## src/rtl/decade_divider.sv

```systemverilog
module decade_divider #(
  parameter int STAGES = 4,
  parameter int BASE   = 5
) (
  input  logic       clk_in,
  input  logic       rst,
  input  logic [1:0] ratio_sel,
  output logic       div_out
);
  localparam int CW = $clog2(BASE);
  localparam logic [CW-1:0] LAST = CW'(BASE - 1);

  logic [CW-1:0] fives  [STAGES];
  logic          halves [STAGES];
  logic          step   [STAGES];
  logic [1:0]    tap;

  assign step[0] = 1'b1;

  for (genvar k = 0; k < STAGES - 1; k++) begin : g_carry
    assign step[k+1] = step[k] && (fives[k] == LAST) && halves[k];
  end

  for (genvar k = 0; k < STAGES; k++) begin : g_stage
    always_ff @(negedge clk_in or posedge rst) begin
      if (rst) begin
        fives[k]  <= '0;
        halves[k] <= 1'b0;
      end else if (step[k]) begin
        if (fives[k] == LAST) begin
          fives[k]  <= '0;
          halves[k] <= ~halves[k];
        end else begin
          fives[k] <= fives[k] + 1'b1;
        end
      end
    end
  end

  always_ff @(negedge clk_in or posedge rst) begin
    if (rst) tap <= 2'd3;
    else     tap <= ~ratio_sel;
  end

  assign div_out = halves[tap];
endmodule

```

## config.mk

```make
export PLATFORM = sky130hd
export DESIGN_NAME = decade_divider
export DESIGN_NICKNAME = d
export VERILOG_FILES = /design/src/rtl/decade_divider.sv
export SDC_FILE = /design/constraint.sdc
export NUM_CORES = 1
export LEC_CHECK = 0
export CAP_MARGIN = 20
export CELL_PAD_IN_SITES_DETAIL_PLACEMENT = 0
export CELL_PAD_IN_SITES_GLOBAL_PLACEMENT = 1
export CORE_MARGIN = 5
export CORE_UTILIZATION = 49
export CTS_CLUSTER_SIZE = 16
export DETAILED_ROUTE_END_ITERATION = 10
export PLACE_DENSITY_LB_ADDON = 0.1
export SETUP_SLACK_MARGIN = 0.1
export SYNTH_ARGS = -nofsm -noshare
export SYNTH_HDL_FRONTEND = slang
export SYNTH_SLANG_ARGS = --single-unit
export TNS_END_PERCENT = 1
```

## constraint.sdc

```tcl
create_clock -name clk_in -period 3.25 [get_ports clk_in]
set_input_delay 0.65 -clock clk_in [delete_from_list [all_inputs] [get_ports clk_in]]
set_output_delay 0.65 -clock clk_in [all_outputs]
set_load 0.05 [all_outputs]
```

==> metrics.txt <==
# TYPE chip_impl_metric gauge
chip_impl_info{name="root_buffer",value="sky130_fd_sc_hd__clkbuf_4"} 1
chip_impl_metric{name="cell_count_after_synthesis",unit=""} 85
chip_impl_metric{name="crit_fanout",unit=""} 1
chip_impl_metric{name="worst_ir_drop_on_vdd",unit="V"} 0.000229
chip_impl_metric{name="buffer_ports.inserted",unit=""} 4
chip_impl_info{name="dominantRegCellSynth",value="sky130_fd_sc_hd__dfrtn_1"} 1
chip_impl_metric{name="finalWeightedCongestion",unit=""} 0.717
chip_impl_metric{name="fin_skew",unit="ns"} 0.00304
chip_impl_info{name="path_class",value="flop to primary output"} 1
chip_impl_metric{name="per_cell_routed_wire_length",unit="um"} 11.1
chip_impl_metric{name="routed_wirelength",unit="um"} 1380
chip_impl_metric{name="worst_slew_pin_slew",unit="ns"} 0.264
chip_impl_info{name="worst_setup_path_end_kind",value="primary output"} 1
chip_impl_info{name="netlist.top_cell.by_area",value="sky130_fd_sc_hd__dfrtn_1"} 1
chip_impl_metric{name="core",unit="mm^2"} 0.00176
chip_impl_metric{name="fin_util",unit=""} 0.611
chip_impl_metric{name="grt_first_pass_wirelength",unit="um"} 2600
chip_impl_metric{name="layout.cells.non_filler",unit=""} 124
chip_impl_metric{name="count_of_maximum_capacitance_violations",unit=""} 0
chip_impl_metric{name="cts_htree_levels",unit=""} 1
chip_impl_metric{name="power.net_switching",unit="mW"} 0.0768
chip_impl_metric{name="cts.sink_count",unit=""} 18
chip_impl_info{name="min-delay-start",value="fives[9]$_DFF_NP0_"} 1
chip_impl_metric{name="slew_viol_final",unit=""} 0
chip_impl_metric{name="floorplan.io_pins",unit=""} 5
chip_impl_metric{name="final-setup-viol-count",unit=""} 1
chip_impl_metric{name="worst_skew_pair.late_latency",unit="ns"} 0.29
chip_impl_metric{name="cp_data_required_time",unit="ns"} 2.60
chip_impl_info{name="hold_path.class",value="flop to flop"} 1
chip_impl_metric{name="syn-cell-area",unit="um^2"} 935
chip_impl_info{name="worstReg2RegStart",value="fives[9]$_DFF_NP0_"} 1
chip_impl_metric{name="seqCellArea",unit="um^2"} 453
chip_impl_metric{name="remaining_global_route_overflow",unit=""} 0
chip_impl_info{name="largest_cells_by_area_after_synthesis",value="sky130_fd_sc_hd__dfrtn_1 (43%), sky130_fd_sc_hd__ha_1 (11%), sky130_fd_sc_hd__dfstp_2 (5.6%), sky130_fd_sc_hd__inv_1 (5.2%), sky130_fd_sc_hd__o21ai_0 (3.7%)"} 1
chip_impl_metric{name="synth-async-reset-ratio",unit=""} 1.00
chip_impl_info{name="rsz_0062_raised_after_global_routing",value="yes"} 1
chip_impl_metric{name="die_extent_in_y",unit="um"} 53.7
chip_impl_metric{name="synth_top_area_share",unit=""} 0.428
chip_impl_metric{name="power.clock.fraction",unit=""} 0.320
chip_impl_metric{name="placed_cells",unit=""} 120
chip_impl_metric{name="dp.final_hpwl",unit="um"} 1130
chip_impl_metric{name="power.combinational.fraction",unit=""} 0.042
chip_impl_metric{name="via_per_inst",unit=""} 4.89
chip_impl_metric{name="initial_core_util",unit=""} 0.530
chip_impl_metric{name="gr-usage-all-layers",unit=""} 0.124
chip_impl_metric{name="antenna_found_initial",unit=""} 0
chip_impl_metric{name="power.density_cell_area",unit="mW/mm^2"} 332
chip_impl_metric{name="leakagePower",unit="nW"} 0.535
chip_impl_metric{name="cts.repair_timing.setup_buffer_count",unit=""} 0
chip_impl_info{name="cts_tree",value="yes"} 1
chip_impl_metric{name="synth-warning-count",unit=""} 0
chip_impl_metric{name="yosys_register_bits",unit=""} 18
chip_impl_metric{name="area_delta_synth_final",unit="%"} 15.4
chip_impl_metric{name="timing.final.ws_setup",unit="ns"} -0.565
chip_impl_info{name="result_of_the_run",value="complete, but fails checks"} 1
chip_impl_metric{name="drive_gt1_frac",unit=""} 0.212
chip_impl_metric{name="final-hold-violation-count",unit=""} 0
chip_impl_metric{name="drt_drc_violations_left",unit=""} 0
chip_impl_info{name="timing.critical_path.from_type",value="flop"} 1
chip_impl_metric{name="dieWidth",unit="um"} 53.7
chip_impl_metric{name="power_report.internal_total",unit="mW"} 0.281
chip_impl_metric{name="clkSlewWorstSetupHoldPaths",unit="ns"} 0.07
chip_impl_metric{name="syn-num-nets",unit=""} 97
chip_impl_info{name="failed_checks",value="setup timing"} 1
chip_impl_metric{name="routed-via-count",unit=""} 606
chip_impl_info{name="worstSetupStartpoint",value="tap[0]$_DFF_NP1_"} 1
chip_impl_info{name="yosys.cell_count.top_type",value="sky130_fd_sc_hd__dfrtn_1"} 1
chip_impl_metric{name="final.fill_count",unit=""} 159
chip_impl_metric{name="finish.net_count",unit=""} 113
chip_impl_metric{name="synth.avg_cell_area",unit="um^2"} 11.0
chip_impl_metric{name="total_power_consumption_of_the_routed_design",unit="mW"} 0.358
chip_impl_metric{name="cts_hold_buffers",unit=""} 0
chip_impl_metric{name="numCtsBuffers",unit=""} 3
chip_impl_metric{name="cts_buffer_depth",unit=""} 2
chip_impl_metric{name="drt.antenna.violating_nets",unit=""} 0
chip_impl_metric{name="rows",unit=""} 15
chip_impl_metric{name="floorplan.die_area",unit="mm^2"} 0.00288
chip_impl_metric{name="yosysSeqAreaShare",unit=""} 0.485
chip_impl_metric{name="timing.slew.headroom",unit=""} 0.822
chip_impl_metric{name="drt_pass1_iterations",unit=""} 4
chip_impl_metric{name="drtIter0Drc",unit=""} 5
chip_impl_metric{name="synthDistinctLibCells",unit=""} 25
chip_impl_metric{name="antennaDiodeCount",unit=""} 0
chip_impl_metric{name="arrival",unit="ns"} 3.16
chip_impl_metric{name="grt_start_max_net_pins",unit=""} 10
chip_impl_metric{name="grt_pass1_vias",unit=""} 602
chip_impl_metric{name="power.share.switching",unit=""} 0.215
chip_impl_metric{name="synth_enable_flop_cells",unit=""} 0
chip_impl_info{name="ys_top_cells_by_count",value="sky130_fd_sc_hd__dfrtn_1 (16), sky130_fd_sc_hd__inv_1 (13), sky130_fd_sc_hd__ha_1 (8), sky130_fd_sc_hd__o21ai_0 (7), sky130_fd_sc_hd__nand2_1 (6)"} 1
chip_impl_metric{name="multi_input_area",unit="um^2"} 433
chip_impl_metric{name="seq_power_share",unit=""} 0.637
## worst max-delay path, stage by stage (launching register included)
cell                      delay [ns]
sky130_fd_sc_hd__dfstp_2        0.52
sky130_fd_sc_hd__mux4_2         0.51
sky130_fd_sc_hd__buf_6          0.17
## stage by stage
stage	worst slack (ns)	instance area, um^2	setup TNS (ns)	hold slack (ns)
finish	-0.565	1080	-0.565	0.410
CTS	-0.576	1080	-0.576	0.418
global placement	-0.232	1050	-0.232	0.404
detailed placement	-0.238	1050	-0.238	0.400
global route	-0.607	1080	-0.607	0.473
floorplan	-0.180	935	-0.180	0.376
## registers in the layout (all words and copies together), names as in the netlist
| register | count |
|---|---|
| fives | 12 |
| halves | 4 |
| tap | 2 |
## power by group through the flow
stage	clock (mW)	combinational, mW	sequential [mW]
4_1_cts	0.118	0.0157	0.228
2_1_floorplan	0.00578	0.00739	0.232
6_report	0.114	0.0151	0.228
3_3_place_gp	0.00578	0.0150	0.232
3_5_place_dp	0.00578	0.0151	0.232
5_1_grt	0.130	0.0170	0.228
## path summary, 6_finish.rpt
path                                          to  slack, ns  cells after the start
hold reg to reg               fives[9]$_DFF_NP0_       0.41                      1
max in group asynchronous   fives[5]$_DFFE_NP0P_       0.80                      3
min in group asynchronous  halves[3]$_DFFE_NP0N_       2.07                      2
hold / removal                fives[9]$_DFF_NP0_       0.41                      1
setup / recovery                         div_out      -0.56                      2
setup reg to reg            fives[1]$_DFFE_NP0P_       1.62                      5
## what timing repair did
item | CTS | global route
setup endpoints to repair | 1 | 1
gates resized for setup | 1 | 0
gates cloned | 0 | 0
## cell families after synthesis
kind of cell	synth area share
and+or+nand+nor	0.169
xor gates and xnor gates	0.0375
buffers and inverters	0.0522
adders and majority gates	0.107
muxes	0.0683
AOI/OAI and AO/OA	0.0817
DFF	0.485
## metal layers
metal | wire [um] | global-route usage
met3 | 36 | 0.0332
met1 | 787 | 0.186
met2 | 541 | 0.165
met4 | 16 | 0.0511
met5 | 0 | 0
## layout by cell type, fill, tap and decap left out
cell                              count
sky130_fd_sc_hd__o21ai_0              7
sky130_fd_sc_hd__nor3b_1              1
sky130_fd_sc_hd__inv_1               14
sky130_fd_sc_hd__xor2_1               2
sky130_fd_sc_hd__nand3_1              5
sky130_fd_sc_hd__mux4_2               1
sky130_fd_sc_hd__nand2_1              6
sky130_fd_sc_hd__nand4_4              1
sky130_fd_sc_hd__and2_2               1
sky130_fd_sc_hd__nand4_2              1
sky130_fd_sc_hd__o41ai_1              1
sky130_fd_sc_hd__mux2_4               2
sky130_fd_sc_hd__dfrtn_1             16
sky130_fd_sc_hd__clkbuf_4             3
sky130_fd_sc_hd__mux2_2               1
sky130_fd_sc_hd__a21oi_1              2
sky130_fd_sc_hd__and2_1               1
sky130_fd_sc_hd__nor2_1               5
sky130_fd_sc_hd__buf_4                6
sky130_fd_sc_hd__buf_6                1
sky130_fd_sc_hd__xnor2_1              2
sky130_fd_sc_hd__a21o_1               1
sky130_fd_sc_hd__dfstp_2              2
sky130_fd_sc_hd__o31ai_1              2
sky130_fd_sc_hd__and4_4               1
sky130_fd_sc_hd__nand4_1              2
sky130_fd_sc_hd__clkdlybuf4s50_1      3
sky130_fd_sc_hd__ha_1                 8
sky130_fd_sc_hd__nor4_2               1
## layout make-up
type                       instances  area share
sequential                        18       0.420
multi-input combinational         54       0.401
timing repair buffer              10      0.0800
inverter                          12      0.0418
tap                               25      0.0290
clock buffer                       3      0.0209
clock inverter                     2     0.00696
Note: power is estimated with default switching activity, not from simulation.
